===== config.mk =====
export PLATFORM = sky130hd
export DESIGN_NAME = cp_save_resp
export DESIGN_NICKNAME = d
export VERILOG_FILES = /design/src/rtl/cp_save_pkg.sv /design/src/rtl/cp_save_fsm.sv /design/src/rtl/cp_save_word_enc.sv /design/src/rtl/cp_save_frame_stub.sv /design/src/rtl/cp_save_resp.sv
export SDC_FILE = /design/constraint.sdc
export NUM_CORES = 1
export LEC_CHECK = 0
export ABC_CLOCK_PERIOD_IN_PS = 2100
export BUFFER_PORTS_ARGS = -buffer_cell sky130_fd_sc_hd__buf_2
export CAP_MARGIN = 30
export CORE_MARGIN = 4
export CORE_UTILIZATION = 50
export DETAILED_ROUTE_END_ITERATION = 10
export HOLD_SLACK_MARGIN = 0.05
export PLACE_DENSITY_LB_ADDON = 0.25
export RECOVER_POWER = 50
export SYNTH_ARGS = -nofsm -noshare
export SYNTH_HDL_FRONTEND = slang
export SYNTH_SLANG_ARGS = --single-unit

===== constraint.sdc =====
create_clock -name clk_i -period 2.1 [get_ports clk_i]
set_input_delay 0.21 -clock clk_i [delete_from_list [all_inputs] [get_ports clk_i]]
set_output_delay 0.21 -clock clk_i [all_outputs]
set_load 0.03 [all_outputs]

===== src/rtl/cp_save_pkg.sv =====
package cp_save_pkg;

  typedef enum logic [2:0] {
    PH_NULL, PH_IDLE, PH_BUSY, PH_XFER, PH_RSTR, PH_SUSP
  } phase_e;

  typedef enum logic [2:0] {
    W_NULL, W_CAGAIN, W_ILLEGAL, W_IDLE, W_BUSY
  } word_kind_e;

  localparam logic [7:0] CODE_NULL    = 8'h00;
  localparam logic [7:0] CODE_CAGAIN  = 8'h01;
  localparam logic [7:0] CODE_ILLEGAL = 8'h02;

  localparam logic [7:0] SZ_IDLE_V0 = 8'h18;
  localparam logic [7:0] SZ_BUSY_V0 = 8'hB4;
  localparam logic [7:0] SZ_IDLE_V1 = 8'h38;
  localparam logic [7:0] SZ_BUSY_V1 = 8'hD4;

  localparam logic [7:0]  TAG_IDLE = 8'h1D;
  localparam logic [7:0]  TAG_BUSY = 8'hB5;
  localparam logic [15:0] DATA_MIX = 16'hC0DE;

endpackage


===== src/rtl/cp_save_fsm.sv =====
module cp_save_fsm
  import cp_save_pkg::*;
#(
  parameter int CNT_W   = 6,
  parameter int IDLE_LW = 6,
  parameter int BUSY_LW = 45
) (
  input  logic             clk_i,
  input  logic             rst_ni,
  input  logic             save_rd_i,
  input  logic             freeze_i,
  input  logic             opnd_rd_i,
  input  logic             abort_i,
  input  logic             exec_start_i,
  input  logic             exec_done_i,
  input  logic             rstr_start_i,
  input  logic             rstr_end_i,
  input  logic             rstr_null_i,
  input  logic             suspend_i,
  input  logic             resume_i,
  output word_kind_e       kind_o,
  output logic             beat_o,
  output logic             beat_err_o,
  output logic [CNT_W-1:0] beat_idx_o,
  output logic             busy_frm_o
);

  phase_e           ph_q, ph_d, ret_q, ret_d;
  logic [CNT_W-1:0] cnt_q, cnt_d;
  logic             bsy_q, bsy_d;

  assign beat_o     = opnd_rd_i && (ph_q == PH_XFER) && !abort_i && !save_rd_i;
  assign beat_err_o = opnd_rd_i && !beat_o;
  assign beat_idx_o = cnt_q - CNT_W'(1);
  assign busy_frm_o = bsy_q;

  always_comb begin
    unique case (ph_q)
      PH_NULL: kind_o = W_NULL;
      PH_IDLE: kind_o = W_IDLE;
      PH_BUSY: kind_o = freeze_i ? W_CAGAIN : W_BUSY;
      default: kind_o = W_ILLEGAL;
    endcase
  end

  always_comb begin
    ph_d  = ph_q;
    cnt_d = cnt_q;
    bsy_d = bsy_q;
    ret_d = ret_q;
    if (abort_i) begin
      ph_d  = PH_NULL;
      cnt_d = '0;
    end else if (save_rd_i) begin
      if (ph_q == PH_IDLE) begin
        ph_d  = PH_XFER;
        cnt_d = CNT_W'(IDLE_LW);
        bsy_d = 1'b0;
      end else if (ph_q == PH_BUSY && !freeze_i) begin
        ph_d  = PH_XFER;
        cnt_d = CNT_W'(BUSY_LW);
        bsy_d = 1'b1;
      end
    end else if (beat_o) begin
      cnt_d = cnt_q - CNT_W'(1);
      if (cnt_q == CNT_W'(1)) ph_d = PH_IDLE;
    end else begin
      unique case (ph_q)
        PH_NULL, PH_IDLE: begin
          if (exec_start_i)      ph_d = PH_BUSY;
          else if (rstr_start_i) ph_d = PH_RSTR;
        end
        PH_BUSY: if (exec_done_i) ph_d = PH_IDLE;
        PH_XFER, PH_RSTR: begin
          if (suspend_i) begin
            ret_d = ph_q;
            ph_d  = PH_SUSP;
          end else if (ph_q == PH_RSTR && rstr_end_i) begin
            ph_d = rstr_null_i ? PH_NULL : PH_IDLE;
          end
        end
        PH_SUSP: if (resume_i) ph_d = ret_q;
        default: ph_d = PH_NULL;
      endcase
    end
  end

  always_ff @(posedge clk_i or negedge rst_ni) begin
    if (!rst_ni) begin
      ph_q  <= PH_NULL;
      ret_q <= PH_XFER;
      cnt_q <= '0;
      bsy_q <= 1'b0;
    end else begin
      ph_q  <= ph_d;
      ret_q <= ret_d;
      cnt_q <= cnt_d;
      bsy_q <= bsy_d;
    end
  end

endmodule


===== src/rtl/cp_save_word_enc.sv =====
module cp_save_word_enc
  import cp_save_pkg::*;
#(
  parameter int         VARIANT = 0,
  parameter logic [7:0] VERSION = 8'h20
) (
  input  word_kind_e  kind_i,
  output logic [15:0] word_o
);

  logic [7:0] sz_idle, sz_busy;

  generate
    if (VARIANT == 0) begin : g_v0
      assign sz_idle = SZ_IDLE_V0;
      assign sz_busy = SZ_BUSY_V0;
    end else begin : g_v1
      assign sz_idle = SZ_IDLE_V1;
      assign sz_busy = SZ_BUSY_V1;
    end
  endgenerate

  always_comb begin
    unique case (kind_i)
      W_NULL:    word_o = {CODE_NULL, 8'h00};
      W_CAGAIN:  word_o = {CODE_CAGAIN, 8'h00};
      W_IDLE:    word_o = {VERSION, sz_idle};
      W_BUSY:    word_o = {VERSION, sz_busy};
      default:   word_o = {CODE_ILLEGAL, 8'h00};
    endcase
  end

endmodule


===== src/rtl/cp_save_frame_stub.sv =====
module cp_save_frame_stub
  import cp_save_pkg::*;
#(
  parameter int CNT_W = 6
) (
  input  logic             busy_frm_i,
  input  logic [CNT_W-1:0] idx_i,
  output logic [31:0]      data_o
);

  logic [7:0] idx8;

  assign idx8   = 8'(idx_i);
  assign data_o = {busy_frm_i ? TAG_BUSY : TAG_IDLE, idx8, DATA_MIX ^ {idx8, idx8}};

endmodule


===== src/rtl/cp_save_resp.sv =====
module cp_save_resp
  import cp_save_pkg::*;
#(
  parameter int         VARIANT = 0,
  parameter logic [7:0] VERSION = 8'h20
) (
  input  logic        clk_i,
  input  logic        rst_ni,
  input  logic        save_rd_i,
  input  logic        freeze_i,
  output logic [15:0] fmt_o,
  output logic        fmt_vld_o,
  input  logic        opnd_rd_i,
  output logic [31:0] opnd_o,
  output logic        opnd_vld_o,
  output logic        proto_err_o,
  input  logic        ctrl_abort_i,
  input  logic        exec_start_i,
  input  logic        exec_done_i,
  input  logic        rstr_start_i,
  input  logic        rstr_end_i,
  input  logic        rstr_null_i,
  input  logic        suspend_i,
  input  logic        resume_i
);

  localparam logic [7:0] IDLE_SZ = (VARIANT == 0) ? SZ_IDLE_V0 : SZ_IDLE_V1;
  localparam logic [7:0] BUSY_SZ = (VARIANT == 0) ? SZ_BUSY_V0 : SZ_BUSY_V1;
  localparam int IDLE_LW = int'(IDLE_SZ) / 4;
  localparam int BUSY_LW = int'(BUSY_SZ) / 4;
  localparam int CNT_W   = $clog2(BUSY_LW + 1);

  word_kind_e       kind;
  logic             beat, beat_err, busy_frm;
  logic [CNT_W-1:0] beat_idx;
  logic [15:0]      word;
  logic [31:0]      frm_data;

  cp_save_fsm #(
    .CNT_W(CNT_W), .IDLE_LW(IDLE_LW), .BUSY_LW(BUSY_LW)
  ) fsm_i (
    .clk_i, .rst_ni, .save_rd_i, .freeze_i, .opnd_rd_i,
    .abort_i(ctrl_abort_i), .exec_start_i, .exec_done_i,
    .rstr_start_i, .rstr_end_i, .rstr_null_i, .suspend_i, .resume_i,
    .kind_o(kind), .beat_o(beat), .beat_err_o(beat_err),
    .beat_idx_o(beat_idx), .busy_frm_o(busy_frm)
  );

  cp_save_word_enc #(.VARIANT(VARIANT), .VERSION(VERSION)) enc_i (
    .kind_i(kind), .word_o(word)
  );

  cp_save_frame_stub #(.CNT_W(CNT_W)) stub_i (
    .busy_frm_i(busy_frm), .idx_i(beat_idx), .data_o(frm_data)
  );

  always_ff @(posedge clk_i or negedge rst_ni) begin
    if (!rst_ni) begin
      fmt_o       <= '0;
      fmt_vld_o   <= 1'b0;
      opnd_o      <= '0;
      opnd_vld_o  <= 1'b0;
      proto_err_o <= 1'b0;
    end else begin
      fmt_vld_o   <= save_rd_i;
      opnd_vld_o  <= beat;
      proto_err_o <= beat_err;
      if (save_rd_i) fmt_o <= word;
      opnd_o      <= beat ? frm_data : '0;
    end
  end

endmodule


==> impl_metrics.py, run 1 <==
metrics = {
    "cts": {
        "cts_made_buffers": 5,
        "path_clk_slew_ps": 60,
        "clk_latency_ps": 280,
        "cts_tree": "built",
        "clk_path_buf_depth": 2,
        "clock_sinks": 33,
        "cts_max_level": 2,
        "cts_root_buf": "clkbuf_8",
    },
    "floorplanning": {
        "core-area_um2": 3470,
        "die_w_um": 69,
        "start_util_pct": 53.6,
        "ioPinCount": 64,
        "die_area_um2": 4760,
        "die_height_um": 69,
        "fp-row-count": 21,
    },
    "detailed_routing": {
        "first_pass_iters": 4,
        "viasPerCell": 5.15,
        "vias": 1355,
        "dr.first_iter.drc_count": 78,
        "drt-total-wl_mm": 3.43,
        "ant_nets": 0,
        "post_drt_wl_per_cell_um": 13.0,
        "drc": 0,
    },
    "power_and_ir_drop": {
        "p_leak_nw": 1.01,
        "ir_worst_vdd_mv": 0.713,
        "p_per_area_nw_per_um2": 964,
    },
    "finish": {
        "drive_gt1_share_pct": 20.3,
        "fin_nets": 231,
        "utilization_pct": 58.2,
        "mostFrequentLayoutCell": "clkbuf_1",
        "diodes": 0,
        "layout_common_cells": "clkbuf_1, dfrtp_1, buf_2",
        "nFillCells": 327,
        "area_delta_synth_final_pct": 8.47,
    },
    "sta": {
        "clock_skew_ps": 4.16,
        "period_share_pct": 93.6,
        "maxSlewViolCount": 0,
        "worstMarginPinSlew_ps": 822,
        "setup-tns-final_ps": 0,
        "final-hold-violation-count": 0,
        "setup-violations-final": 0,
        "setup_slack_ps": 134,
        "timing.hold.ws_ps": 197,
        "max_freq_mhz": 509,
        "min_period_ps": 1970,
        "slew_headroom_pct": 45.2,
        "rsz0062_at_grt": "false",
    },
    "place": {
        "portBuffers": 51,
        "dp_hpwl_mm": 2.63,
        "place_congestion": 0.850,
        "dp_slack_ps": 162,
    },
    "synth": {
        "ys.flop_type": "dfrtp_1",
        "yosysUniqueCellTypes": 39,
        "async_flop_share_pct": 100,
        "synth.avg_cell_area_um2": 10.2,
        "synth.largest_area_cell": "dfrtp_1",
        "synth_enable_flop_cells": 0,
        "synth.top_cell.area_share_pct": 41.7,
        "syn_area_um2": 1860,
        "yosys-top-cells-area": "dfrtp_1, buf_4, mux2i_1, a21oi_1, dfstp_2",
        "netlist_instances": 182,
        "ys_warn_count": 0,
        "ys_ff_latch": 33,
        "yosysSeqAreaShare_pct": 44.5,
    },
    "worst_setup_path": {
        "cp-start-kind": "flop",
        "cp.arrival_ps": 2130,
        "slowest_delay_ps": 500,
        "critical_path.endpoint_type": "flop",
        "cp_top_family": "simple AND/OR/NAND/NOR gates",
        "cp_cell_sequence": "or3b_1, a21oi_2, nor2b_1, a311oi_4, mux2_4",
        "crit_fanout": 10,
        "slowest_stage": "dfrtp_1",
        "crit_buf_inv": 0,
        "crit_type": "reg2reg",
        "required_ps": 2260,
    },
    "global_routing": {
        "grt_pass1_wl_mm": 5.84,
        "track_usage_pct": 14.9,
        "grt_max_degree": 34,
        "grt_overflow": 0,
        "grt_pass1_vias": 1287,
        "grt_antenna_before_repair": 0,
    },
    "worst_hold_path": {
        "hold_class": "in2reg",
    },
    "status": {
        "status": "complete, no violations",
    },
    "flow_run": {
        "cap_violations": 0,
    },
}
==> cells by family after synthesis <==
kind of cell / Yosys count / synth area share [%]
XOR/XNOR: 4 / 1.88
AO/OA/AOI/OAI: 32 / 12.3
buffers and inverters: 52 / 18.4
AND/OR/NAND/NOR: 45 / 13.5
multiplexers: 13 / 7.80
other: 1 / 0.202
flip-flops: 33 / 44.5
adder cells (fa/ha/maj): 2 / 1.34
==> synth_stat cells (all sizes together) (4+ instances only) <==
cell type and n:
mux2i 7, inv 12, dfrtp 31, nor2 13, nand2b 4, and2 8, xnor2 4, mux2 6
o21ai 7, a21oi 12, buf 35, nor2b 4, clkbuf 5, nand2 4
==> through the flow <==
stage | power (mW) | cells | cell area, µm²
floorplan | 1.35 | 193 | 1900
finish | 1.95 | 263 | 2020
global route | 2.07 | 263 | 2020
detailed placement | 1.45 | 254 | 1950
CTS | 1.97 | 263 | 2060
global placement | 1.44 | 254 | 1950
==> area by class of cell <==
| cell class | count | area (µm²) | share of cell area (%) |
|---|---|---|---|
| timing repair buffer | 56 | 255 | 12.6 |
| multi-input combinational | 108 | 731 | 36.2 |
| clock inverter | 1 | 5.00 | 0.248 |
| clock buffer | 7 | 96.3 | 4.77 |
| tap | 46 | 57.6 | 2.85 |
| sequential | 33 | 828 | 41.0 |
| inverter | 12 | 45.0 | 2.23 |
==> final timing paths <==
kind / from / endpoint / slack, ps / cells after the start
min reg2reg: fsm_i.busy_frm_o$_DFFE_PN0P_ / opnd_o[27]$_DFF_PN0_ / 460 / 1
min in group asynchronous: rst_ni / opnd_o[17]$_DFF_PN0_ / 540 / 2
min: ctrl_abort_i / fsm_i.cnt_q[2]$_DFFE_PN0P_ / 200 / 2
max in group asynchronous: rst_ni / opnd_o[20]$_DFF_PN0_ / 1080 / 2
max: fsm_i.ph_q[0]$_DFFE_PN0P_ / fsm_i.ph_q[2]$_DFFE_PN0P_ / 130 / 5
max reg2reg: fsm_i.ph_q[0]$_DFFE_PN0P_ / fsm_i.ph_q[2]$_DFFE_PN0P_ / 130 / 5
==> layer usage <==
| metal | vias to the layer above | global-route usage [%] | wire, µm |
|---|---|---|---|
| met5 | - | 0 | 0 |
| met4 | 0 | 4.12 | 5 |
| met3 | 2 | 5.96 | 381 |
| met2 | 82 | 23.8 | 1660 |
| met1 | 640 | 18.7 | 1390 |
| li1 | 631 | - | - |
==> worst register-to-register path: stages (launching register included) <==
cell      delay, ps
dfrtp_1         500
or3b_1          450
a21oi_2         160
nor2b_1          90
a311oi_4        320
mux2_4          330
==> flip-flops by register name, indices dropped and copies added, names as in the netlist <==
signal,flops
opnd_o,13
fsm_i.cnt_q,6
fmt_o,5
fsm_i.ph_q,3
fsm_i.ret_q,3
fmt_vld_o,1
fsm_i.busy_frm_o,1
proto_err_o,1
==> what timing repair did <==
action | 4_1_cts | 5_1_grt
resized for setup | 0 | 0
endpoints found under the hold margin | 31 | 0
setup endpoints to repair | 0 | 0
hold buffers | 1 | 0
setup buffers | 0 | 0
==> report_power, final <==
group	switching (mW)	internal, mW	total, mW
Clock	0.213	0.296	0.508
Sequential	0.0891	0.723	0.813
Combinational	0.397	0.227	0.625
Total	0.699	1.25	1.95
No activity file was read; power rests on OpenSTA's default activity.
==> run 2: changes to the inputs <==
Settings changed: BUFFER_PORTS_ARGS -buffer_cell sky130_fd_sc_hd__buf_2 to -buffer_cell sky130_fd_sc_hd__buf_4, CTS_CLUSTER_DIAMETER set to 200.
==> run 2 against run 1 <==
Combinational power rose by 5.1%; flip-flop and latch count did not move; first-iteration DRC count fell by 17%; cell area rose by 5.8%; die area did not move; via count fell by 0.89%; sequential power barely moved; largest cell class unchanged; power rose by 6.4%; count of clock-buffer cells in the layout did not move; core utilization rose by 3.4 points.
==> impl_metrics.py, run 2 (same netlist as run 1, synthesis figures left out) <==
metrics = {
    "status": {
        "status": "complete, no violations",
    },
    "finish": {
        "diodes": 0,
        "reg_top3": "opnd_o x13, fsm_i.cnt_q x6, fmt_o x5",
        "area_delta_synth_final_pct": 14.7,
        "largest_register_ff_count": 13,
        "regMostFlops": "opnd_o",
        "utilization_pct": 61.5,
        "mostFrequentLayoutCell": "buf_4",
        "drive_gt1_share_pct": 26.1,
        "fin_nets": 232,
        "layout_common_cells": "buf_4, dfrtp_1, clkbuf_1",
        "nFillCells": 320,
        "design_area_um2": 2130,
    },
    "worst_setup_path": {
        "rr_startpoint": "fsm_i.ph_q[1]$_DFFE_PN0P_",
        "r2r_slack_ps": 190,
        "critical_path.endpoint_type": "flop",
        "required_ps": 2260,
        "slowest_delay_ps": 530,
        "reg2reg_to": "fsm_i.ph_q[2]$_DFFE_PN0P_",
        "cp.arrival_ps": 2070,
        "cp_cell_sequence": "or3b_1, a21oi_2, nor2b_1, a311oi_4, mux2_4",
        "r2r_cells": 5,
        "crit_type": "reg2reg",
        "slowest_stage": "dfrtp_1",
        "cp-start-kind": "flop",
        "crit_fanout": 10,
    },
    "sta": {
        "final-hold-violation-count": 0,
        "setup-violations-final": 0,
        "setup_slack_ps": 188,
        "period_share_pct": 91.1,
        "min_period_ps": 1910,
        "clock_skew_ps": 5.61,
        "rsz0062_at_grt": "false",
        "worstMarginPinSlew_ps": 803,
        "max_freq_mhz": 523,
        "slew_headroom_pct": 46.5,
        "maxSlewViolCount": 0,
        "setup-tns-final_ps": 0,
    },
    "cts": {
        "cts_root_buf": "clkbuf_8",
        "cts_max_level": 2,
        "cts_setup_buffers": 0,
        "cts_made_buffers": 5,
        "clk_path_buf_depth": 2,
        "path_clk_slew_ps": 70,
        "cts_tree": "built",
        "clk_latency_ps": 280,
        "clock_sinks": 33,
    },
    "floorplanning": {
        "ioPinCount": 64,
        "die_area_um2": 4760,
        "fp-row-count": 21,
        "core-area_um2": 3470,
        "die_w_um": 69,
        "start_util_pct": 53.6,
        "die_height_um": 69,
    },
    "detailed_routing": {
        "first_pass_iters": 4,
        "dr.first_iter.drc_count": 65,
        "drt-total-wl_mm": 3.53,
        "viasPerCell": 5.09,
        "drc": 0,
        "vias": 1343,
        "post_drt_wl_per_cell_um": 13.4,
        "ant_nets": 0,
    },
    "global_routing": {
        "grt_max_degree": 34,
        "grt_pass1_vias": 1305,
        "grt_pass1_wl_mm": 6.00,
        "track_usage_pct": 15.1,
        "grt_overflow": 0,
        "grt_antenna_before_repair": 0,
    },
    "power_and_ir_drop": {
        "power_frac_clock_pct": 28.9,
        "p_sw_uw": 700,
        "pwr-share-comb_pct": 31.7,
        "power_frac_seq_pct": 39.4,
        "p_per_area_nw_per_um2": 970,
        "p_leak_nw": 1.08,
        "intPower_mw": 1.37,
        "p_sw_share_pct": 33.8,
        "ir_worst_vdd_mv": 0.686,
    },
    "place": {
        "portBuffers": 51,
        "dp_slack_ps": 184,
        "dp_hpwl_mm": 2.71,
        "place_area_um2": 2080,
        "place_congestion": 0.891,
    },
    "worst_hold_path": {
        "min_to": "fsm_i.cnt_q[2]$_DFFE_PN0P_",
        "hold_class": "in2reg",
        "min_path_cells": 2,
        "min_from": "ctrl_abort_i",
    },
    "flow_run": {
        "cap_violations": 0,
    },
}
## run 2: cell count changes in the layout (fill, tap and decap cells not counted)
cell,change
buf_2,-18
buf_4,+32
bufinv_16,+1
clkbuf_1,-12
clkbuf_8,-1
clkinv_2,-1
## run 2: power by group through the flow
stage	Sequential (mW)	Combinational [mW]	Clock, mW
floorplan	0.840	0.508	0
global placement	0.817	0.657	0
detailed placement	0.826	0.672	0
CTS	0.815	0.677	0.615
global route	0.827	0.720	0.644
finish	0.815	0.657	0.598
## run 2: how the worst max path moves through the flow
stage / start / end / slack (ps)
after floorplan: fsm_i.ph_q[0]$_DFFE_PN0P_ / fsm_i.ph_q[0]$_DFFE_PN0P_ / 260
after global placement: fsm_i.ph_q[0]$_DFFE_PN0P_ / fsm_i.ph_q[0]$_DFFE_PN0P_ / 250
after detailed placement: fsm_i.ph_q[1]$_DFFE_PN0P_ / fsm_i.ph_q[2]$_DFFE_PN0P_ / 180
after CTS: fsm_i.ph_q[1]$_DFFE_PN0P_ / fsm_i.ph_q[2]$_DFFE_PN0P_ / 180
after global routing: fsm_i.ph_q[1]$_DFFE_PN0P_ / fsm_i.cnt_q[0]$_DFFE_PN0P_ / 70
final: fsm_i.ph_q[1]$_DFFE_PN0P_ / fsm_i.ph_q[2]$_DFFE_PN0P_ / 190
## run 2: repair_timing
item | in CTS | in global routing
hold endpoints to repair | 31 | 0
hold buffers | 1 | 0
resized for setup | 0 | 0
## run 2: metrics by stage
step | total power, mW | cells | hold slack [ps]
after global placement | 1.47 | 255 | 167
after global routing | 2.19 | 264 | 156
after detailed placement | 1.50 | 255 | 168
final | 2.07 | 264 | 156
after CTS | 2.11 | 264 | 147
after floorplan | 1.35 | 193 | -85.6
## run 2: cell type report
class | count | area [µm²] | area share [%]
Sequential cell | 33 | 828 | 38.8
Multi-Input combinational cell | 108 | 731 | 34.2
Timing Repair Buffer | 57 | 357 | 16.7
Clock buffer | 7 | 86.3 | 4.04
Tap cell | 46 | 57.6 | 2.70
Inverter | 12 | 45.0 | 2.11
Clock inverter | 1 | 30.0 | 1.41
## run 2: worst max-delay path: cells and delay by family, from the launching register on
| kind | cells | cell delay [ps] |
|---|---|---|
| and+or+nand+nor | 2 | 480 |
| DFF | 1 | 530 |
| muxes | 1 | 330 |
| AOI/OAI and AO/OA | 2 | 460 |
## run 2: per-layer routing
layer | up-vias | global-route usage (%) | wire, µm
met5 | - | 0 | 0
met3 | 9 | 5.38 | 317
met2 | 65 | 24.3 | 1680
li1 | 633 | - | -
met4 | 0 | 4.56 | 50
met1 | 636 | 18.9 | 1480
